$ cat src/rtl/mpa_pkg.sv
package mpa_pkg;
  typedef enum logic [2:0] {
    POL_SLICE = 3'd0,
    POL_POLL  = 3'd1,
    POL_LRU   = 3'd2,
    POL_FIFO  = 3'd3,
    POL_RING  = 3'd4
  } policy_e;
endpackage

$ cat src/rtl/mpa_ring_pick.sv
module mpa_ring_pick #(
  parameter int N  = 4,
  parameter int IW = 2
) (
  input  logic [N-1:0]  req,
  input  logic [IW-1:0] start,
  output logic          hit,
  output logic [IW-1:0] idx
);
  logic [IW-1:0] cand;

  // first requester at or after start, circular; lowest offset wins
  always_comb begin
    hit  = 1'b0;
    idx  = '0;
    cand = '0;
    for (int i = N - 1; i >= 0; i--) begin
      cand = IW'((int'(start) + i) % N);
      if (req[cand]) begin
        hit = 1'b1;
        idx = cand;
      end
    end
  end
endmodule

$ cat src/rtl/mpa_lru_order.sv
module mpa_lru_order #(
  parameter int N  = 4,
  parameter int IW = 2
) (
  input  logic          clk,
  input  logic          rst_n,
  input  logic          clr,
  input  logic          upd,
  input  logic [IW-1:0] upd_idx,
  input  logic [N-1:0]  req,
  output logic          hit,
  output logic [IW-1:0] win
);
  logic [IW-1:0] ord_q [N];
  logic [IW-1:0] ord_d [N];
  int            pos;

  // slot 0 holds the least recently used unit
  always_comb begin
    pos = N - 1;
    for (int i = N - 1; i >= 0; i--)
      if (ord_q[i] == upd_idx) pos = i;
    for (int i = 0; i < N; i++) begin
      if (clr)                       ord_d[i] = IW'(i);
      else if (upd && i == N - 1)    ord_d[i] = upd_idx;
      else if (upd && i >= pos)      ord_d[i] = ord_q[(i + 1) % N];
      else                           ord_d[i] = ord_q[i];
    end
  end

  always_ff @(posedge clk or negedge rst_n) begin
    if (!rst_n) begin
      for (int i = 0; i < N; i++) ord_q[i] <= IW'(i);
    end else if (clr || upd) begin
      for (int i = 0; i < N; i++) ord_q[i] <= ord_d[i];
    end
  end

  always_comb begin
    hit = 1'b0;
    win = ord_q[0];
    for (int i = N - 1; i >= 0; i--) begin
      if (req[ord_q[i]]) begin
        hit = 1'b1;
        win = ord_q[i];
      end
    end
  end
endmodule

$ cat src/rtl/mpa_arrival_queue.sv
module mpa_arrival_queue #(
  parameter int N    = 4,
  parameter int IW   = 2,
  parameter int CNTW = $clog2(N + 1)
) (
  input  logic          clk,
  input  logic          rst_n,
  input  logic          clr,
  input  logic          pop,
  input  logic [N-1:0]  req,
  input  logic [N-1:0]  hold,
  output logic          vld,
  output logic [IW-1:0] head
);
  logic [IW-1:0]   slot_q [N];
  logic [IW-1:0]   slot_d [N];
  logic [CNTW-1:0] cnt_q, cnt_d;
  logic [N-1:0]    inq_q, inq_d;
  logic            do_pop;

  assign vld    = (cnt_q != '0);
  assign head   = slot_q[0];
  assign do_pop = pop && vld;

  always_comb begin
    for (int i = 0; i < N; i++) slot_d[i] = slot_q[i];
    cnt_d = cnt_q;
    inq_d = inq_q;
    if (clr) begin
      cnt_d = '0;
      inq_d = '0;
    end else begin
      if (do_pop) begin
        inq_d[slot_q[0]] = 1'b0;
        for (int i = 0; i < N; i++) slot_d[i] = slot_q[(i + 1) % N];
        cnt_d = cnt_q - 1'b1;
      end
      // new arrivals enter in ascending index order
      for (int i = 0; i < N; i++) begin
        if (req[i] && !inq_d[i] && !hold[i] &&
            !(do_pop && slot_q[0] == IW'(i))) begin
          slot_d[cnt_d[IW-1:0]] = IW'(i);
          cnt_d    = cnt_d + 1'b1;
          inq_d[i] = 1'b1;
        end
      end
    end
  end

  always_ff @(posedge clk or negedge rst_n) begin
    if (!rst_n) begin
      cnt_q <= '0;
      inq_q <= '0;
      for (int i = 0; i < N; i++) slot_q[i] <= '0;
    end else begin
      cnt_q <= cnt_d;
      inq_q <= inq_d;
      for (int i = 0; i < N; i++) slot_q[i] <= slot_d[i];
    end
  end
endmodule

$ cat src/rtl/mpol_bus_arbiter.sv
module mpol_bus_arbiter
  import mpa_pkg::*;
#(
  parameter int NREQ      = 4,
  parameter int SLICE_LEN = 4
) (
  input  logic            clk,
  input  logic            rst_n,
  input  logic [2:0]      mode_i,
  input  logic [NREQ-1:0] req_i,
  output logic [NREQ-1:0] gnt_o,
  output logic            busy_o
);
  localparam int IW = (NREQ > 1) ? $clog2(NREQ) : 1;
  localparam int CW = $clog2(SLICE_LEN + 1);

  logic [1:0]    rsync_q;
  logic          rst_s;
  logic          busy_q, busy_d;
  logic [IW-1:0] own_q, own_d;
  logic [IW-1:0] rot_q, rot_d;
  logic [CW-1:0] cnt_q, cnt_d;
  policy_e       mode_q, mode_d, mode_eff;
  logic          pol_clr, lru_upd, fifo_pop;
  logic          ring_hit, lru_hit, fifo_vld, cand_hit;
  logic [IW-1:0] ring_idx, lru_win, fifo_head, cand_idx;
  logic          own_req, slice_end;

  function automatic logic [IW-1:0] nxt(input logic [IW-1:0] v);
    return (int'(v) == NREQ - 1) ? '0 : v + 1'b1;
  endfunction

  // reset asserts at once, releases two edges later
  always_ff @(posedge clk or negedge rst_n) begin
    if (!rst_n) rsync_q <= 2'b00;
    else        rsync_q <= {rsync_q[0], 1'b1};
  end
  assign rst_s = rsync_q[1];

  always_comb begin
    case (mode_i)
      3'd0:    mode_eff = POL_SLICE;
      3'd1:    mode_eff = POL_POLL;
      3'd2:    mode_eff = POL_LRU;
      3'd3:    mode_eff = POL_FIFO;
      default: mode_eff = POL_RING;
    endcase
  end

  mpa_ring_pick #(.N(NREQ), .IW(IW)) u_ring (
    .req(req_i), .start(rot_q), .hit(ring_hit), .idx(ring_idx)
  );

  mpa_lru_order #(.N(NREQ), .IW(IW)) u_lru (
    .clk(clk), .rst_n(rst_s), .clr(pol_clr), .upd(lru_upd),
    .upd_idx(own_q), .req(req_i), .hit(lru_hit), .win(lru_win)
  );

  mpa_arrival_queue #(.N(NREQ), .IW(IW)) u_fifo (
    .clk(clk), .rst_n(rst_s), .clr(pol_clr), .pop(fifo_pop),
    .req(req_i), .hold(gnt_o), .vld(fifo_vld), .head(fifo_head)
  );

  // candidate winner of the active policy
  always_comb begin
    case (mode_q)
      POL_POLL: begin cand_hit = req_i[rot_q];            cand_idx = rot_q;     end
      POL_LRU:  begin cand_hit = lru_hit;                 cand_idx = lru_win;   end
      POL_FIFO: begin cand_hit = fifo_vld && req_i[fifo_head]; cand_idx = fifo_head; end
      default:  begin cand_hit = ring_hit;                cand_idx = ring_idx;  end
    endcase
  end

  assign own_req   = req_i[own_q];
  assign slice_end = (mode_q == POL_SLICE) && (cnt_q == CW'(SLICE_LEN - 1));

  always_comb begin
    busy_d   = busy_q;
    own_d    = own_q;
    rot_d    = rot_q;
    cnt_d    = cnt_q;
    mode_d   = mode_q;
    pol_clr  = 1'b0;
    lru_upd  = 1'b0;
    fifo_pop = 1'b0;
    if (busy_q) begin
      if (!own_req || slice_end) begin
        busy_d  = 1'b0;
        lru_upd = (mode_q == POL_LRU);
      end else if (mode_q == POL_SLICE) begin
        cnt_d = cnt_q + 1'b1;
      end
    end else if (mode_eff != mode_q) begin
      mode_d  = mode_eff;
      pol_clr = 1'b1;
      rot_d   = '0;
    end else begin
      fifo_pop = (mode_q == POL_FIFO) && fifo_vld;
      if (cand_hit) begin
        busy_d = 1'b1;
        own_d  = cand_idx;
        cnt_d  = '0;
        rot_d  = nxt(cand_idx);
      end else if (mode_q == POL_POLL) begin
        rot_d = nxt(rot_q);
      end
    end
  end

  always_ff @(posedge clk or negedge rst_s) begin
    if (!rst_s) begin
      busy_q <= 1'b0;
      own_q  <= '0;
      rot_q  <= '0;
      cnt_q  <= '0;
      mode_q <= POL_SLICE;
    end else begin
      busy_q <= busy_d;
      own_q  <= own_d;
      rot_q  <= rot_d;
      cnt_q  <= cnt_d;
      mode_q <= mode_d;
    end
  end

  always_comb begin
    gnt_o = '0;
    if (busy_q) gnt_o[own_q] = 1'b1;
  end
  assign busy_o = busy_q;
endmodule

$ cat config.mk
export PLATFORM = sky130hd
export DESIGN_NAME = mpol_bus_arbiter
export DESIGN_NICKNAME = d
export VERILOG_FILES = /design/src/rtl/mpa_pkg.sv /design/src/rtl/mpa_ring_pick.sv /design/src/rtl/mpa_lru_order.sv /design/src/rtl/mpa_arrival_queue.sv /design/src/rtl/mpol_bus_arbiter.sv
export SDC_FILE = /design/constraint.sdc
export NUM_CORES = 1
export LEC_CHECK = 0
export ABC_CLOCK_PERIOD_IN_PS = 3760
export BUFFER_PORTS_ARGS = -buffer_cell sky130_fd_sc_hd__buf_2
export CAP_MARGIN = 0
export CORE_UTILIZATION = 30
export DETAILED_ROUTE_END_ITERATION = 7
export GPL_TIMING_DRIVEN = 0
export MAX_ROUTING_LAYER = met4
export PLACE_DENSITY = 0.52
export SYNTH_ARGS = -nofsm -noshare
export SYNTH_HDL_FRONTEND = slang
export SYNTH_SLANG_ARGS = --single-unit
$ cat constraint.sdc
create_clock -name clk -period 3.76 [get_ports clk]
set_clock_uncertainty 0.15 [all_clocks]
set_input_delay 1.128 -clock clk [delete_from_list [all_inputs] [get_ports clk]]
set_output_delay 1.128 -clock clk [all_outputs]
set_load 0.05 [all_outputs]
# Word-level counts from Yosys, hierarchy flattened
# Cells that the tools add are included.
op_classes:
  add_sub_neg: 11
  order_cmp: 24
  n_eq_ne: 19
  muxes: 110
  n_bitwise: 17
  n_reduce_logical: 63
op_table:
  columns: ["op", "n"]
  rows:
  - ["$mux W8", 9]
  - ["$ge A3 B32 Y1 const A", 2]
  - ["$mux W32", 2]
  - ["$mux W2", 26]
  - ["$mux W3", 15]
  - ["$mux W1", 35]
  - ["$ge A1 B32 Y1 const A", 1]
  - ["$ge A2 B32 Y1 const A", 1]
  - ["$logic_and A1 B1 Y1", 30]
  - ["$lt A2 B3 Y1 const B", 10]
  - ["$bmux W1 S2", 10]
  - ["$demux W2 S2", 4]
  - ["$mux W4", 4]
  - ["$add A3 B1 Y3 const B", 5]
  - ["$eq A3 B2 Y1 const B", 5]
  - ["$logic_not A1 Y1", 13]
  - ["$and A4 B4 Y4", 3]
  - ["$ge A3 B3 Y1 const B", 4]
  - ["$lt A3 B1 Y1 const B", 4]
  - ["$not A2 Y3", 4]
  - ["$not A4 Y4", 3]
  - ["$pmux W3 S4", 1]
  - ["$reduce_and A2 Y1", 6]
  - ["$reduce_bool A3 Y1", 3]
  - ["other kinds (25)", 44]
totals:
  register_bits: 36
  input_bits: 9
  output_inout_bits: 5

# Depth between registers and ports, before layout
# Gate-level depths: netlist (run 1).
logic_depth:
  word_depth: 28
  depth_mapped: 19
  depth_no_buf: 18

# By module
# A second synthesis (run 1) with hierarchy kept.
hier_totals:
  cells_unflattened: 359
  hier_area_um2: 3231.8
modules_own_cells:
  columns: ["module", "n_inst", "cells_each", "area_each_um2", "seq_area_each_um2"]
  rows:
  - ["mpa_arrival_queue", 1, 174, 1482.7, 375.4]
  - ["mpol_bus_arbiter", 1, 93, 915.9, 325.3]
  - ["mpa_lru_order", 1, 79, 755.7, 205.2]
  - ["mpa_ring_pick", 1, 13, 77.6, 0.0]

# Worst setup path after synthesis (run 1)
# Ideal clock, no wire load.
synth_timing:
  path_kind: "input to register"
  from: "in mode_i[0]"
  to: "reg u_fifo.cnt_q[2]"
  setup_time_ps: 72
  t_arrival_ps: 4634
  required_time_ps: 3538
  setup_slack_ps: -1096
  path_stages: 17
  path_cell_list: "xnor2_1 -> nand3_2 -> nor2_1 -> buf_2 -> nor2_1 -> a21oi_1 -> ha_1 -> o221ai_1 -> inv_1 -> ha_1 -> a21o_1 -> ha_1 -> mux2_2 -> ha_1 -> nand2_1 -> xnor3_1 -> nor2_1"
synth_via:
  elab_chain_cells: 23
synth_rtl:
  columns: ["element", "line", "rtl"]
  rows:
  - ["start: declaration", "mpol_bus_arbiter.sv:9", "input logic [2:0] mode_i,"]
  - ["$eq A3 B2 Y1, or another cell as far along", "mpol_bus_arbiter.sv:41", "case (mode_i)"]
  - ["$pmux W3 S4 *", "mpol_bus_arbiter.sv:41", null]
  - ["$ne A3 B3 Y1 *", "mpol_bus_arbiter.sv:93", "end else if (mode_eff != mode_q) begin"]
  - ["branches (longest 19 deep; another with $add A3 B1 Y3)", null, null]
  - ["$mux W3 *", "mpa_arrival_queue.sv:29", "if (clr) begin"]
  - ["named net u_fifo.cnt_d[2]", "mpa_arrival_queue.sv:17", "logic [CNTW-1:0] cnt_q, cnt_d;"]
  - ["end signal: assignment", "mpa_arrival_queue.sv:56", "cnt_q <= cnt_d;"]
  - ["end: declaration", "mpa_arrival_queue.sv:17", null]
# Mark *: on every way through the listed nets, which the timed path passes. The select of a mux whose other input is x is not followed.
# A chain may end at the register's enable or synchronous reset.

# Final worst setup path (run 1)
layout_timing:
  from: "in mode_i[0]"
  to: "reg u_fifo.cnt_q[1]"
# The elaborated chain is that of the path after synthesis.

==> results of run 1 <==
[kinds of logic (layout without fill, tap and decap cells)]
family          Yosys count  count (layout)  share of synthesized area
mux                      29              29                      0.119
compound gates           90              90                      0.200
other cells               1               1                    0.00119
simple gates            120             120                      0.185
xor+xnor                 17              17                     0.0564
fa+ha+maj                21              21                     0.0834
flops                    36              36                      0.287
buf+inv                  50              90                     0.0683
[final cells by class]
cell class | count | area (um2) | area share
Tap cell | 136 | 170 | 0.0434
Timing Repair Buffer | 32 | 235 | 0.0600
Clock inverter | 2 | 10.0 | 0.00256
Buffer | 25 | 129 | 0.0329
Inverter | 25 | 96.3 | 0.0246
Sequential cell | 36 | 907 | 0.232
Multi-Input combinational cell | 278 | 2290 | 0.584
Clock buffer | 6 | 82.6 | 0.0211
[power groups by stage]
stage | registers [W] | logic, W | clock network, W
floorplan | 0.000601 | 0.00131 | 0
global placement | 0.000619 | 0.00167 | 0
detailed placement | 0.000621 | 0.00168 | 0
CTS | 0.000615 | 0.00201 | 0.000302
global route | 0.000627 | 0.00229 | 0.000318
finish | 0.000612 | 0.00208 | 0.000295
[critical path, stage by stage]
cell and delay, ns:
buf_8 0.11, xnor2_4 0.18, nand3_4 0.11, nor2_4 0.14, buf_8 0.14, nor2_4 0.03
a21oi_2 0.13, ha_1 0.28, o221ai_4 0.20, inv_2 0.08, ha_4 0.27, a21o_1 0.15
ha_4 0.21, mux2_4 0.28, ha_4 0.27, inv_2 0.04, a2111oi_4 0.27
[layer usage]
metal  global-route usage  up-vias  part of all wire
li1                     -     1384                 -
met1                0.225     1349              0.47
met2                0.286       65              0.49
met3               0.0251        7             0.037
met4               0.0367        0            0.0082
met5                    -        -                 0
[path summary, 6_finish.rpt]
kind / from / end / slack [ns] / cells after the start
min: rsync_q[1] / u_fifo.cnt_q[0] / 0.20 / 0
max reg2reg: u_fifo.cnt_q[0] / u_fifo.cnt_q[1] / -0.06 / 18
min reg2reg: rsync_q[1] / u_fifo.cnt_q[0] / 0.20 / 0
min in group clk: rsync_q[0] / rsync_q[1] / 0.21 / 0
max: mode_i[0] / u_fifo.cnt_q[1] / -0.22 / 17
max in group asynchronous: rsync_q[1] / u_lru.ord_q[5] / 2.77 / 0
[Yosys cell counts, types with 7 or more instances]
cell type and number:
ha_1 21, o21ai_0 24, xnor2_1 8, dfrtp_1 32
inv_1 24, mux2i_1 18, xor2_1 7, nand2_1 42
a21oi_1 12, nor2_1 36, clkbuf_1 17
[registers in the layout, summed over array words and instances (netlist names), 3 cells and up]
register       count
u_lru.ord_q        8
cnt_q              3
u_fifo.slot_q      6
u_fifo.inq_q       4
mode_q             3
u_fifo.cnt_q       3
[through the flow]
step / util / worst slack, ns / total power (W) / hold slack [ns] / cell area, um2
floorplan: - / -0.535 / 0.00191 / 0.181 / 3280
global placement: 0.342 / -1.03 / 0.00228 / 0.187 / 3520
detailed placement: 0.342 / -1.06 / 0.00230 / 0.192 / 3520
CTS: 0.376 / -0.209 / 0.00292 / 0.208 / 3870
global route: 0.381 / -0.339 / 0.00323 / 0.211 / 3920
finish: 0.381 / -0.223 / 0.00298 / 0.204 / 3920
[repair_timing]
item	in CTS	in global routing
setup endpoints to repair	10	10
pin swaps	13	9
buffers inserted	16	3
gates cloned	0	0
resized for setup	26	5
==> summary.md, run 1 <==
| Metric | Value |
|---|---|
| Syn Inst Count | around 360 |
| Commonest non-fill, non-tap cells in the layout | nand2_1 (38), nor2_1 (33), dfrtp_1 (31) |
| Ys async rst share | 1.00 |
| Synth Register Bits | 36 |
| GPL Wtd Cong | 0.871 |
| CTS H-Tree Depth | 2 |
| Row Count | 37 |
| Area leader, netlist | dfrtp_1 |
| Slew headroom | 0.446 |
| Area Overhead vs Synth | 24.3% |
| Synth Warn # | 0 |
| Sw Share | 0.468 |
| Fin nets | ~430 |
| Sequential area share after synthesis | 0.287 |
| Core box area | 10300 um2 |
| Routed len/inst | 16.0 um |
| Clk pin slew, worst setup/hold paths | 0.07 ns |
| CTS max path bufs | 2 |
| Hold buffer count at CTS | 0 |
| Fin crit period | ~4.0 ns |
| Crit. End Element | flip-flop |
| Vias in the first global route | between 2000 and 3000 |
| Actual slew at the worst max-slew pin | between 0.8 and 0.9 ns |
| Routed wire length | 8630 um |
| Starting Density | 0.307 |
| Initial antenna violation count | 0 |
| Synth top area share | 0.254 |
| Layout cells sized above 1 | 0.262 |
| Largest net degree at the start of global routing | 35 |
| Final setup violation count | 10 |
| Via density per instance | a little over 5 |
| Total power divided by cell area | 762 nW/um2 |
| CTS root buffer | clkbuf_8 |
| Global-route wire length before repair | between 10000 and 15000 um |
| Clk sink count | 36 |
| Failing checks | negative setup slack |
| P_leak | 1.66 nW |
| Total number of vias | 2805 |
| CTS tree | built |
| N_diodes | 0 |
| DR iter-0 viols | approximately 180 |
| Worst skew pair latency | 0.29 ns |
| Max Cap Viol | 0 |
| HP Class | reg -> async |
| Fin crit share | 1.06 |
| Endpoints failing hold | 0 |
| Dpl cells | roughly 510 |
| Max Clock Freq | 0.251 GHz |
| WP data arrival | 4.02 ns |
| Clock Power Share | 0.099 |
| Unique masters post-synth | 63 |
| Crit start category | input port |
| Sequential fraction of design power | 0.205 |
| DP HPWL | about 6100 um |
| Die width | 105 um |
| Setup TNS | -1.25 ns |
| EDFF count, synth | 0 |
| Worst vdd ir | 654 uV |
| Most used DFF post-synth | dfrtp_1 |
| Max Slew Vio Count | 0 |
| Logic gate share of total power | 0.696 |
| Top post-synthesis cells by area | dfrtp_1 (25%), ha_1 (8.3%), mux2i_1 (5.7%) |
| Syn Nets | 394 |
| Number of port buffers | 13 |
| Syn Area/Cell | 8.66 um2 |
| FILL cells | 1041 |
| Internal | 0.00159 W |
| Grt ovf | 0 |
| Setup ws final | -0.223 ns |
| Psw | 0.00140 W |
| Die height | 105 um |
| Drt drc | 0 |
| Status | finished with violations |
| Final std cells w/o fill | 540 |
| Ports | 14 |
| Most common cell after layout, fill and taps aside | nand2_1 |
| RSZ-0062 raised after global routing | true |
| Total track usage | 0.174 |
| CP Class | in -> reg |
| Cell Area, Synth | ~3200 um2 |
| Req. time, crit path | 3.80 ns |
| Drt pass-1 iters | 4 |
| Critical path fanouts, max | 4 |
| Detail Route Antenna Nets | 0 |
| CTS Buf Count | 5 |
| Die area | 10900 um2 |
(Power assumes the default switching activity.)
==> run 2: changes to the inputs <==
- CORE_UTILIZATION: 30 -> 55
- PLACE_DENSITY: 0.52 -> 0.79
==> summary.md, run 2 (synthesized netlist as in run 1, its figures left out) <==
| Metric | Value |
|---|---|
| Setup ws final | -0.206 ns |
| DR iter-0 viols | 216 |
| Layout cells sized above 1 | 0.255 |
| WP buf/inv | 4 |
| Status | finished with violations |
| Vias in the first global route | 2810 |
| Setup TNS | -1.37 ns |
| HP Class | reg -> async |
| Max Clock Freq | about 0.25 GHz |
| Number of port buffers | 13 |
| Largest registers | u_lru.ord_q x8, u_fifo.slot_q x6, u_fifo.inq_q x4 |
| Req. time, crit path | 3.79 ns |
| Worst vdd ir | 652 uV |
| CP Class | in -> reg |
| Worst skew pair latency | around 0.29 ns |
| Total power divided by cell area | 787 nW/um2 |
| Die area | 6040 um2 |
| Via density per instance | 6.11 |
| CTS Buf Count | 5 |
| Cell mode on critical path | ha_4 |
| Util after Layout | 0.695 |
| Total track usage | 0.293 |
| Dpl cells | approximately 450 |
| Die width | 77.7 um |
| Largest net degree at the start of global routing | 35 |
| Die height | 77.7 um |
| Core box area | 5510 um2 |
| Drt pass-1 iters | 5 |
| CTS max path bufs | 2 |
| Worst-path cell chain | buf_8 -> xnor2_4 -> nand3_4 -> nor2_4 -> buf_8 -> nor2_4 -> a21oi_4 -> ha_4 -> o221ai_4 -> inv_2 -> ha_4 -> a21o_1 -> ha_4 -> mux2_4 -> ha_4 -> inv_2 -> a2111oi_4 |
| Routed wire length | 8290 um |
| N_diodes | 0 |
| Reg area | 907 um2 |
| Area Overhead vs Synth | 21.4% |
| Starting Density | 0.572 |
| Failing checks | negative setup slack |
| Clk sink count | 36 |
| Commonest non-fill, non-tap cells in the layout | nand2_1 (38), nor2_1 (33), dfrtp_1 (31) |
| CTS tree | built |
| RSZ-0062 raised after global routing | true |
| Max Slew Vio Count | 0 |
| CTS H-Tree Depth | 2 |
| Actual slew at the worst max-slew pin | 0.771 ns |
| WP data arrival | 4.00 ns |
| Worst Setup SP | mode_i[1] |
| Reg with most FFs | u_lru.ord_q |
| Detail Route Antenna Nets | 0 |
| Drt drc | 0 |
| Most common cell after layout, fill and taps aside | nand2_1 |
| Crit start category | input port |
| Fin crit period | a little under 4 ns |
| P_leak | 1.62 nW |
| Family with the most delay on the worst path | adder cells |
| Final std cells w/o fill | ~470 |
| Routed len/inst | 17.6 um |
| Multi-input gate area | 2320 um2 |
| DP HPWL | 5760 um |
| FILL cells | 444 |
| Total number of vias | 2884 |
| Ports | 14 |
| Fin crit share | 1.05 |
| Max reg flops | 8 |
| Final setup violation count | 10 |
| Critical path fanouts, max | 4 |
| CTS root buffer | clkbuf_8 |
| Slew headroom | 0.473 |
| GPL Wtd Cong | 0.900 |
| Clk pin slew, worst setup/hold paths | 0.07 ns |
| Global-route wire length before repair | 13400 um |
| Max Cap Viol | 0 |
| Endpoints failing hold | 0 |
| Fin nets | 429 |
| Pre-CTS setup slack | -1.08 ns |
| Slowest stage cell, crit path | mux2_4 |
| Row Count | 27 |
| Grt ovf | 0 |
| Crit. End Element | flip-flop |
| Critical R2R Launch | u_fifo.cnt_q[0] |
| Max incr delay on CP | 0.28 ns |
| Initial antenna violation count | 0 |
-- run 2: timing repair --
item                                    CTS  global route
gates resized for setup                  21            14
pin swaps                                13            10
setup buffers                            15             1
endpoints found under the setup margin   10            10
hold buffers                              0             0
-- run 2: power by group --
group          switching [W]  total (W)  internal [W]  leakage (nW)
combinational        0.00117    0.00212      0.000956          1.13
clock               0.000138   0.000270      0.000132        0.0395
sequential          0.000115   0.000617      0.000503         0.449
-- run 2: metal layers --
metal	wire length, um	part of all wire	track usage
met4	182	0.022	0.128
met3	410	0.049	0.0412
met1	3520	0.42	0.346
met5	0	0	-
met2	4170	0.50	0.497
-- run 2: final cells by class --
type | count | area share
multi-input cells | 278 | 0.607
flip-flops and latches | 36 | 0.237
repair buffers | 28 | 0.0526
plain buffers | 25 | 0.0337
inverters | 25 | 0.0252
well taps | 72 | 0.0235
clock buffers | 8 | 0.0209
-- run 2: path summary, 6_finish.rpt --
kind	depth (start not counted)	end	slack, ns
min in group clk	0	rsync_q[1]	0.22
setup / recovery	17	u_fifo.cnt_q[1]	-0.21
max in group asynchronous	0	mode_q[2]	2.77
hold reg to reg	0	mode_q[0]	0.19
hold / removal	0	mode_q[0]	0.19
setup reg to reg	18	u_fifo.cnt_q[1]	-0.12
-- run 2: stage by stage --
step	area [um2]	hold WS [ns]	total power (W)
finish	3830	0.187	0.00301
global route	3830	0.230	0.00321
CTS	3740	0.219	0.00287
detailed placement	3440	0.188	0.00228
global placement	3440	0.185	0.00222
floorplan	3280	0.181	0.00191
==> run 3: changes to the inputs <==
- ABC_AREA: not set -> 1
==> summary.md, run 3 <==
| Metric | Value |
|---|---|
| Sequential area share after synthesis | 0.285 |
| Routed wire length | 8500 um |
| Detail Route Antenna Nets | 0 |
| Status | finished with violations |
| GPL Wtd Cong | roughly 0.94 |
| WP data arrival | 4.01 ns |
| Starting Density | 0.574 |
| CTS Buf Count | 5 |
| Unique masters post-synth | 41 |
| Global-route wire length before repair | 14400 um |
| Total number of vias | 3330 |
| Max Clock Freq | 0.251 GHz |
| Area leader, netlist | dfrtp_1 |
| Number of port buffers | 13 |
| Die width | 78.1 um |
| Reg with most FFs | u_lru.ord_q |
| RSZ-0062 raised after global routing | true |
| Area Overhead vs Synth | 21.5% |
| Drt drc | 0 |
| DP HPWL | 6170 um |
| Core box area | 5540 um2 |
| Max Cap Viol | 0 |
| Crit. End Element | flip-flop |
| EDFF count, synth | 0 |
| Largest net degree at the start of global routing | 35 |
| Max reg flops | 8 |
| FILL cells | 487 |
| HP Class | reg -> async |
| Util after Layout | 0.698 |
| Layout cells sized above 1 | 0.260 |
| CTS max path bufs | 2 |
| Ports | 14 |
| Worst R2R Setup Slack | roughly 0.070 ns |
| Setup ws final | -0.229 ns |
| Row Count | 27 |
| Syn Area/Cell | 6.71 um2 |
| Setup TNS | -1.91 ns |
| Ys async rst share | 1.00 |
| Most common cell after layout, fill and taps aside | nand2_1 |
| Worst skew pair latency | 0.29 ns |
| Worst r2r path cells | 26 |
| Fin crit period | 3.99 ns |
| Top post-synthesis cells by area | dfrtp_1 (25%), nand2_1 (15%), ha_1 (8.3%) |
| Failing checks | negative setup slack |
| DR iter-0 viols | 311 |
| Commonest non-fill, non-tap cells in the layout | nand2_1 (111), inv_1 (57), o21ai_0 (47) |
| Grt ovf | 0 |
| Worst Setup SP | mode_i[2] |
| Hold buffer count at CTS | 0 |
| Syn Inst Count | 474 |
| Req. time, crit path | 3.79 ns |
| Most used DFF post-synth | dfrtp_1 |
| Endpoints failing hold | 0 |
| Die height | 78.1 um |
| Synth top area share | 0.252 |
| Actual slew at the worst max-slew pin | approximately 0.77 ns |
| Fin nets | 544 |
| Final setup violation count | 10 |
| Synth Register Bits | 36 |
| Drt pass-1 iters | 5 |
| N_diodes | 0 |
| Max Slew Vio Count | 0 |
| CP Class | in -> reg |
| Initial antenna violation count | 0 |
| Cell Area, Synth | 3180 um2 |
| Slew headroom | 0.489 |
| Clk sink count | 36 |
| Largest registers | u_lru.ord_q x8, u_fifo.slot_q x6, u_fifo.inq_q x4 |
| Total track usage | 0.307 |
| Synth Warn # | 0 |
| Die area | 6090 um2 |
| Via density per instance | 5.67 |
| Clk pin slew, worst setup/hold paths | about 0.080 ns |
| CTS H-Tree Depth | 2 |
| CTS root buffer | clkbuf_8 |
| Critical path fanouts, max | 6 |
| Total power divided by cell area | 812 nW/um2 |
| Crit start category | input port |
| Routed len/inst | around 14 um |
| Reg-to-reg critical path endpoint | u_fifo.slot_q[3] |
| CTS tree | built |
| Most frequent cell after synthesis | nand2_1 |
| Critical R2R Launch | u_fifo.cnt_q[0] |
| Pwr Total | roughly 0.0031 W |
| Vias in the first global route | 3181 |
| Fin crit share | 1.06 |
| Worst vdd ir | 624 uV |
| Critical path endpoint | u_fifo.slot_q[3] |
| Commonest cells post-synth | nand2_1 (126), inv_1 (63), o21ai_0 (48) |
| Syn Nets | just over 500 |
| P_leak | between 1.5 and 2 nW |
[run 3: worst max-delay path, stage by stage]
cell	delay [ns]
buf_12	0.12
inv_16	0.06
nand2_4	0.05
nand2_2	0.06
nand3_2	0.09
nor2_4	0.15
nand3_4	0.10
inv_4	0.08
buf_8	0.09
nand2_4	0.04
o21ai_4	0.06
inv_2	0.07
ha_4	0.22
o21ai_4	0.15
inv_2	0.07
ha_4	0.20
or2_4	0.24
nand2_4	0.07
inv_4	0.04
ha_4	0.21
nand2_4	0.06
nand2_4	0.07
buf_4	0.14
ha_4	0.15
nand2_2	0.06
nand2_2	0.06
a21oi_2	0.11
a21oi_1	0.07
[run 3: logic make-up after synthesis]
family / count (synthesis) / share of synthesized area
other cells: 1 / 0.00118
compound gates: 94 / 0.169
buf+inv: 83 / 0.106
simple gates: 237 / 0.348
xor+xnor: 2 / 0.00787
fa+ha+maj: 21 / 0.0826
flops: 36 / 0.285
[run 3: how the worst min path moves through the flow]
stage          startpoint          to  slack, ns  cells after the start
2_1_floorplan  rsync_q[0]  rsync_q[1]       0.18                      0
3_3_place_gp   rsync_q[0]  rsync_q[1]       0.19                      0
3_5_place_dp   rsync_q[0]  rsync_q[1]       0.19                      0
4_1_cts        rsync_q[0]  rsync_q[1]       0.21                      0
5_1_grt        rsync_q[0]  rsync_q[1]       0.22                      0
6_report       rsync_q[1]    cnt_q[1]       0.20                      0
[run 3: per-stage QoR]
stage                     instance area (um2)  setup WS, ns  cells  hold WS [ns]
after global placement                   3480        -0.913    559         0.188
after floorplan                          3330        -0.419    474         0.181
after global routing                     3870        -0.364    587         0.223
after CTS                                3800        -0.232    582         0.211
after detailed placement                 3480        -0.977    559         0.189
final                                    3870        -0.229    587         0.199
[run 3: routing by layer]
layer	routed length [um]	track usage	vias to the layer above	share of wire
met2	4330	0.551	101	0.51
met1	3600	0.359	1580	0.42
li1	-	-	1632	-
met4	176	0.0963	0	0.021
met5	0	-	-	0
met3	392	0.0349	17	0.046
[run 3: final cells by class]
cell class,count,area [um2],area share
multi-input cells,355,2160,0.559
inverters,73,298,0.0770
repair buffers,33,234,0.0605
clock buffers,5,68.8,0.0178
plain buffers,10,65.1,0.0168
well taps,72,90.1,0.0233
flip-flops and latches,36,907,0.235
clock inverters,3,42.5,0.0110
[run 3: power breakdown]
group / total (W) / leakage, nW / switching [W] / internal (W)
clock: 0.000350 / 0.0541 / 0.000154 / 0.000196
sequential: 0.000678 / 0.435 / 0.000143 / 0.000535
combinational: 0.00211 / 1.43 / 0.00133 / 0.000785
total: 0.00314 / 1.92 / 0.00162 / 0.00152
[run 3: repair_timing]
| action | in CTS | in global routing |
|---|---|---|
| pin swaps | 19 | 13 |
| gates resized for setup | 25 | 8 |
| buffers inserted | 15 | 5 |
| endpoints found under the hold margin | 0 | 0 |
| setup endpoints to repair | 10 | 10 |
